$ cat config.mk
export PLATFORM = sky130hd
export DESIGN_NAME = share_burst_arbiter
export DESIGN_NICKNAME = d
export VERILOG_FILES = /design/src/rtl/sba_pkg.sv /design/src/rtl/sba_share_pick.sv /design/src/rtl/sba_credit_bank.sv /design/src/rtl/sba_ctrl_fsm.sv /design/src/rtl/share_burst_arbiter.sv
export SDC_FILE = /design/constraint.sdc
export NUM_CORES = 1
export LEC_CHECK = 0
export ABC_AREA = 1
export CAP_MARGIN = 10
export CORE_ASPECT_RATIO = 1.5
export CORE_MARGIN = 2
export CORE_UTILIZATION = 50
export CTS_CLUSTER_SIZE = 24
export DETAILED_ROUTE_END_ITERATION = 7
export DONT_BUFFER_PORTS = 1
export PLACE_DENSITY = 0.7
export SLEW_MARGIN = 20
export SYNTH_ARGS = -nofsm -noshare
export SYNTH_HDL_FRONTEND = slang
export SYNTH_SLANG_ARGS = --single-unit
$ cat constraint.sdc
create_clock -name clk -period 4.2 [get_ports clk]
set_input_delay 1.26 -clock clk [delete_from_list [all_inputs] [get_ports clk]]
set_output_delay 1.26 -clock clk [all_outputs]
set_load 0.05 [all_outputs]
$ cat src/rtl/sba_pkg.sv
package sba_pkg;
    typedef enum logic [0:0] {
        ST_IDLE = 1'b0,
        ST_BUSY = 1'b1
    } sba_state_e;
endpackage

$ cat src/rtl/sba_share_pick.sv
// Picks the candidate with the largest weight; lower index wins on a tie.
module sba_share_pick #(
    parameter int N  = 4,
    parameter int W  = 4,
    parameter int IW = 2
) (
    input  logic [N-1:0]   cand,
    input  logic [N*W-1:0] weight,
    output logic [IW-1:0]  idx,
    output logic           valid
);
    logic [W-1:0] best_w;

    always_comb begin
        best_w = '0;
        idx    = '0;
        valid  = 1'b0;
        for (int i = 0; i < N; i++) begin
            if (cand[i] && (!valid || (weight[i*W +: W] > best_w))) begin
                best_w = weight[i*W +: W];
                idx    = IW'(i);
                valid  = 1'b1;
            end
        end
    end
endmodule

$ cat src/rtl/sba_credit_bank.sv
// One credit counter per master; reload from effective weight, decrement on owner transfer.
module sba_credit_bank #(
    parameter int N  = 4,
    parameter int W  = 4,
    parameter int IW = 2
) (
    input  logic           clk,
    input  logic           rst_n,
    input  logic           reload,
    input  logic           dec_en,
    input  logic [IW-1:0]  dec_idx,
    input  logic [N*W-1:0] cfg,
    output logic [N*W-1:0] eff,
    output logic [N-1:0]   live_nz
);
    for (genvar g = 0; g < N; g++) begin : g_cnt
        logic [W-1:0] eff_w;
        logic [W-1:0] credit_q;
        logic [W-1:0] credit_after;
        logic         hit;

        assign eff_w = (cfg[g*W +: W] == '0) ? W'(1) : cfg[g*W +: W];
        assign eff[g*W +: W] = eff_w;
        assign hit = dec_en && (dec_idx == IW'(g));
        assign credit_after = (hit && (credit_q != '0)) ? (credit_q - W'(1)) : credit_q;
        assign live_nz[g] = (credit_after != '0);

        always_ff @(posedge clk or negedge rst_n) begin
            if (!rst_n) begin
                credit_q <= '0;
            end else if (reload) begin
                credit_q <= eff_w;
            end else begin
                credit_q <= credit_after;
            end
        end
    end
endmodule

$ cat src/rtl/sba_ctrl_fsm.sv
// Ownership state machine: claim, continue, renew, release.
module sba_ctrl_fsm
    import sba_pkg::*;
#(
    parameter int N  = 4,
    parameter int IW = 2
) (
    input  logic          clk,
    input  logic          rst_n,
    input  logic [N-1:0]  req,
    input  logic [N-1:0]  fin,
    input  logic          cand_valid,
    input  logic [IW-1:0] cand_idx,
    input  logic          fresh_valid,
    input  logic [IW-1:0] fresh_idx,
    output logic [N-1:0]  gnt,
    output logic [IW-1:0] owner,
    output logic          reload,
    output logic          dec_en
);
    sba_state_e    state_q, state_d;
    logic [IW-1:0] owner_q, owner_d;
    logic          owner_fin;

    assign owner_fin = fin[owner_q];

    always_comb begin
        state_d = state_q;
        owner_d = owner_q;
        reload  = 1'b0;
        dec_en  = 1'b0;
        unique case (state_q)
            ST_IDLE: begin
                if (|req) begin
                    reload  = 1'b1;
                    owner_d = fresh_idx;
                    state_d = ST_BUSY;
                end
            end
            ST_BUSY: begin
                if (owner_fin) begin
                    dec_en = 1'b1;
                    if (cand_valid) begin
                        owner_d = cand_idx;
                    end else if (fresh_valid) begin
                        reload  = 1'b1;
                        owner_d = fresh_idx;
                    end else begin
                        reload  = 1'b1;
                        state_d = ST_IDLE;
                    end
                end
            end
            default: begin
                state_d = ST_IDLE;
            end
        endcase
    end

    always_ff @(posedge clk or negedge rst_n) begin
        if (!rst_n) begin
            state_q <= ST_IDLE;
            owner_q <= '0;
        end else begin
            state_q <= state_d;
            owner_q <= owner_d;
        end
    end

    always_comb begin
        gnt   = '0;
        owner = owner_q;
        if (state_q == ST_BUSY) begin
            gnt[owner_q] = 1'b1;
        end
    end
endmodule

$ cat src/rtl/share_burst_arbiter.sv
module share_burst_arbiter #(
    parameter int N_MASTERS = 4,
    parameter int SHARE_W   = 4
) (
    input  logic                         clk,
    input  logic                         rst_n,
    input  logic [N_MASTERS-1:0]         req_i,
    input  logic [N_MASTERS-1:0]         fin_i,
    input  logic [N_MASTERS*SHARE_W-1:0] share_cfg_i,
    output logic [N_MASTERS-1:0]         gnt_o
);
    localparam int IW = (N_MASTERS > 1) ? $clog2(N_MASTERS) : 1;

    logic [N_MASTERS*SHARE_W-1:0] eff_w;
    logic [N_MASTERS-1:0]         live_nz;
    logic [N_MASTERS-1:0]         cand;
    logic                         cand_valid, fresh_valid;
    logic [IW-1:0]                cand_idx, fresh_idx, owner;
    logic                         reload, dec_en;

    assign cand = req_i & live_nz;

    sba_credit_bank #(.N(N_MASTERS), .W(SHARE_W), .IW(IW)) u_bank (
        .clk     (clk),
        .rst_n   (rst_n),
        .reload  (reload),
        .dec_en  (dec_en),
        .dec_idx (owner),
        .cfg     (share_cfg_i),
        .eff     (eff_w),
        .live_nz (live_nz)
    );

    sba_share_pick #(.N(N_MASTERS), .W(SHARE_W), .IW(IW)) u_pick_cand (
        .cand   (cand),
        .weight (eff_w),
        .idx    (cand_idx),
        .valid  (cand_valid)
    );

    sba_share_pick #(.N(N_MASTERS), .W(SHARE_W), .IW(IW)) u_pick_fresh (
        .cand   (req_i),
        .weight (eff_w),
        .idx    (fresh_idx),
        .valid  (fresh_valid)
    );

    sba_ctrl_fsm #(.N(N_MASTERS), .IW(IW)) u_fsm (
        .clk         (clk),
        .rst_n       (rst_n),
        .req         (req_i),
        .fin         (fin_i),
        .cand_valid  (cand_valid),
        .cand_idx    (cand_idx),
        .fresh_valid (fresh_valid),
        .fresh_idx   (fresh_idx),
        .gnt         (gnt_o),
        .owner       (owner),
        .reload      (reload),
        .dec_en      (dec_en)
    );
endmodule

==> impl_metrics.env <==
export IMPL_status="complete, but fails checks"
export IMPL_violations="negative setup slack"
export IMPL_area_delta_synth_final_pct=30.4
export IMPL_slowest_stage="ha_1"
export IMPL_end_kind="flip-flop"
export IMPL_postCtsHoldBufs=0
export IMPL_power_mw=2.16
export IMPL_final_common_cell="nand2_1"
export IMPL_clk_pin_slew_ns=0.07
export IMPL_antenna_found_initial=0
export IMPL_root_buffer="clkbuf_8"
export IMPL_grt_pass1_vias=2266
export IMPL_slew_headroom_pct=58.2
export IMPL_cp_max_fo=8
export IMPL_final_cell_mix="nand2_1, buf_4, inv_1"
export IMPL_pwr_share_seq_pct=15.7
export IMPL_drtAntennaViolNets=0
export IMPL_seq_area_frac_synth_pct=20.2
export IMPL_worst_pin_slew_ns=0.627
export IMPL_slew_violations=0
export IMPL_synth_flop_cell="dfrtp_1"
export IMPL_critPathLaunchType="primary input"
export IMPL_syn_inst=361
export IMPL_die_w_microns=60.0
export IMPL_vias_per_cell=5.06
export IMPL_tritoncts="yes"
export IMPL_io_pins=30
export IMPL_cts_sinks=19
export IMPL_start_util_pct=51.8
export IMPL_hp_class="flip-flop to flip-flop"
export IMPL_place_congestion=0.890
export IMPL_crit_top_cell="nand2_1"
export IMPL_syn_area_sq_um=2350
export IMPL_irDropWorstVdd_uv=364
export IMPL_port_buffers=0
export IMPL_dr_pass1_iters=4
export IMPL_layout_nets=470
export IMPL_pwr_share_clk_pct=6.1
export IMPL_die_area_sq_um=5290
export IMPL_synthArstFlopShare_pct=100
export IMPL_ys_types=30
export IMPL_fin_hold_ws_ns=0.621
export IMPL_cts_buffer_depth=2
export IMPL_grt_usage_pct=23.7
export IMPL_crit_required_ns=4.36
export IMPL_fmax_mhz=205
export IMPL_min_period_ns=4.88
export IMPL_period_share_pct=116
export IMPL_critical_path_max_stage_delay_ns=0.26
export IMPL_synth_edf_count=0
export IMPL_p_sw_mw=1.07
export IMPL_drc=0
export IMPL_nFillCells=407
export IMPL_setup_violations=2
export IMPL_syn_nets=415
export IMPL_core_area_sq_um=4540
export IMPL_power_frac_comb_pct=78.3
export IMPL_layout_setup_ws_ns=-0.677
export IMPL_finalSetupTns_ns=-1.34
export IMPL_syn_avg_cell_area_sq_um=6.52
export IMPL_n_antenna_cell=0
export IMPL_synth_seq_cells=19
export IMPL_drt_iter0_markers=82
export IMPL_grt_max_degree=33
export IMPL_vias=2424
export IMPL_route_detailed_wl_per_inst_microns=12.5
export IMPL_gr_total_overflow=0
export IMPL_grt_pass1_wl_microns=9770
export IMPL_rsz0062_at_grt="true"
export IMPL_drive_gt1_share_pct=32.8
export IMPL_cellLeakagePower_nw=1.68
export IMPL_worstPathArrival_ns=5.04
export IMPL_dp_hpwl_microns=4680
export IMPL_htreeDepth=1
export IMPL_insertion_delay_ns=0.26
export IMPL_post_place_ws_ns=-0.893
export IMPL_finalHoldViolCount=0
export IMPL_placementRows=30
export IMPL_skew_ns=0.00208
export IMPL_power_density_nw_per_um2=705
export IMPL_critPathKind="primary input to flip-flop"
export IMPL_wl_microns=6010
export IMPL_fp_dieH_microns=88.1
export IMPL_numCtsBuffers=3
export IMPL_switching_share_pct=49.4
export IMPL_power_internal_mw=1.09
export IMPL_ys_warn_count=0
export IMPL_drv_cap=0
[Yosys cell counts (2+ instances only)]
library cell	n	share of area, %
nand3_1	16	3.4
dfrtp_1	19	20
a31oi_1	4	1.1
clkbuf_1	9	1.4
ha_1	28	15
inv_1	41	6.5
nand2_4	2	0.96
nand3b_1	5	1.6
buf_6	4	1.9
nand4_1	3	0.80
o21bai_1	3	0.96
o21ai_2	16	6.0
nor3_1	2	0.43
nor2_1	25	4.0
o21ai_0	26	5.5
nand2_1	123	20
xor2_1	4	1.5
nand2_2	9	2.4
a21oi_2	3	1.1
nand3_2	2	0.85
a21oi_1	8	1.7
[path summary, 6_finish.rpt]
check                                                      start  depth (start not counted)                               endpoint  slack, ns
max reg2reg                u_bank.g_cnt[0].credit_q[0]$_DFF_PN0_                         42             u_fsm.owner[0]$_DFFE_PN0P_      -0.42
min in group asynchronous                                  rst_n                          0  u_bank.g_cnt[1].credit_q[3]$_DFF_PN0_       0.69
max                                                     fin_i[0]                         43             u_fsm.owner[0]$_DFFE_PN0P_      -0.68
min reg2reg                u_bank.g_cnt[2].credit_q[0]$_DFF_PN0_                          4  u_bank.g_cnt[2].credit_q[0]$_DFF_PN0_       0.62
min                        u_bank.g_cnt[2].credit_q[0]$_DFF_PN0_                          4  u_bank.g_cnt[2].credit_q[0]$_DFF_PN0_       0.62
max in group asynchronous                                  rst_n                          0  u_bank.g_cnt[0].credit_q[0]$_DFF_PN0_       3.44
[per-layer routing]
layer	wire [microns]	global-route usage, %	up-vias
met5	0	0	-
met1	2320	26.7	1092
li1	-	-	1276
met4	127	8.48	0
met3	220	2.95	11
met2	3330	44.1	45
[stage by stage]
step	cell area [sq um]	util (%)	std cells
6_report	3070	67.6	479
5_1_grt	3070	67.6	479
4_1_cts	2960	65.2	477
3_5_place_dp	2810	61.8	465
3_3_place_gp	2810	61.8	465
2_1_floorplan	2410	-	361
[flip-flops by register name, summed over array words and instances (netlist names)]
register               cells
u_fsm.state_q              1
u_fsm.owner                2
u_bank.g_cnt.credit_q     16
[timing repair]
item,in CTS,in global routing
gates cloned,1,0
gates resized for setup,17,22
pin swaps,16,32
buffers inserted,7,2
setup endpoints to repair,2,2
[cell families after synthesis]
logic type      count (synthesis)  share of synthesized area, %
flops                          19                          20.2
buf+inv                        56                          10.4
fa+ha+maj                      28                          14.9
simple gates                  189                          35.0
xor+xnor                        5                          1.86
compound gates                 64                          17.7
[power groups by stage]
stage / Combinational [mW] / Clock [mW] / Sequential [mW]
final: 1.69 / 0.131 / 0.339
after global routing: 1.91 / 0.141 / 0.354
after CTS: 1.59 / 0.136 / 0.337
after detailed placement: 1.50 / 0 / 0.340
after global placement: 1.47 / 0 / 0.337
after floorplan: 1.08 / 0 / 0.341
[critical path: cells and delay by family]
kind | cells | cell delay (ns)
compound gates | 7 | 0.64
fa+ha+maj | 3 | 0.70
buf+inv | 4 | 0.23
simple gates | 29 | 2.18
[layout make-up]
type / count / area (sq um) / area share [%]
clock buffer: 4 / 45.0 / 1.47
inverter: 42 / 158 / 5.13
multi-input combinational: 287 / 1840 / 59.9
sequential: 19 / 475 / 15.5
tap: 64 / 80.1 / 2.61
timing repair buffer: 63 / 473 / 15.4
Note: power is estimated with default switching activity, not from simulation.
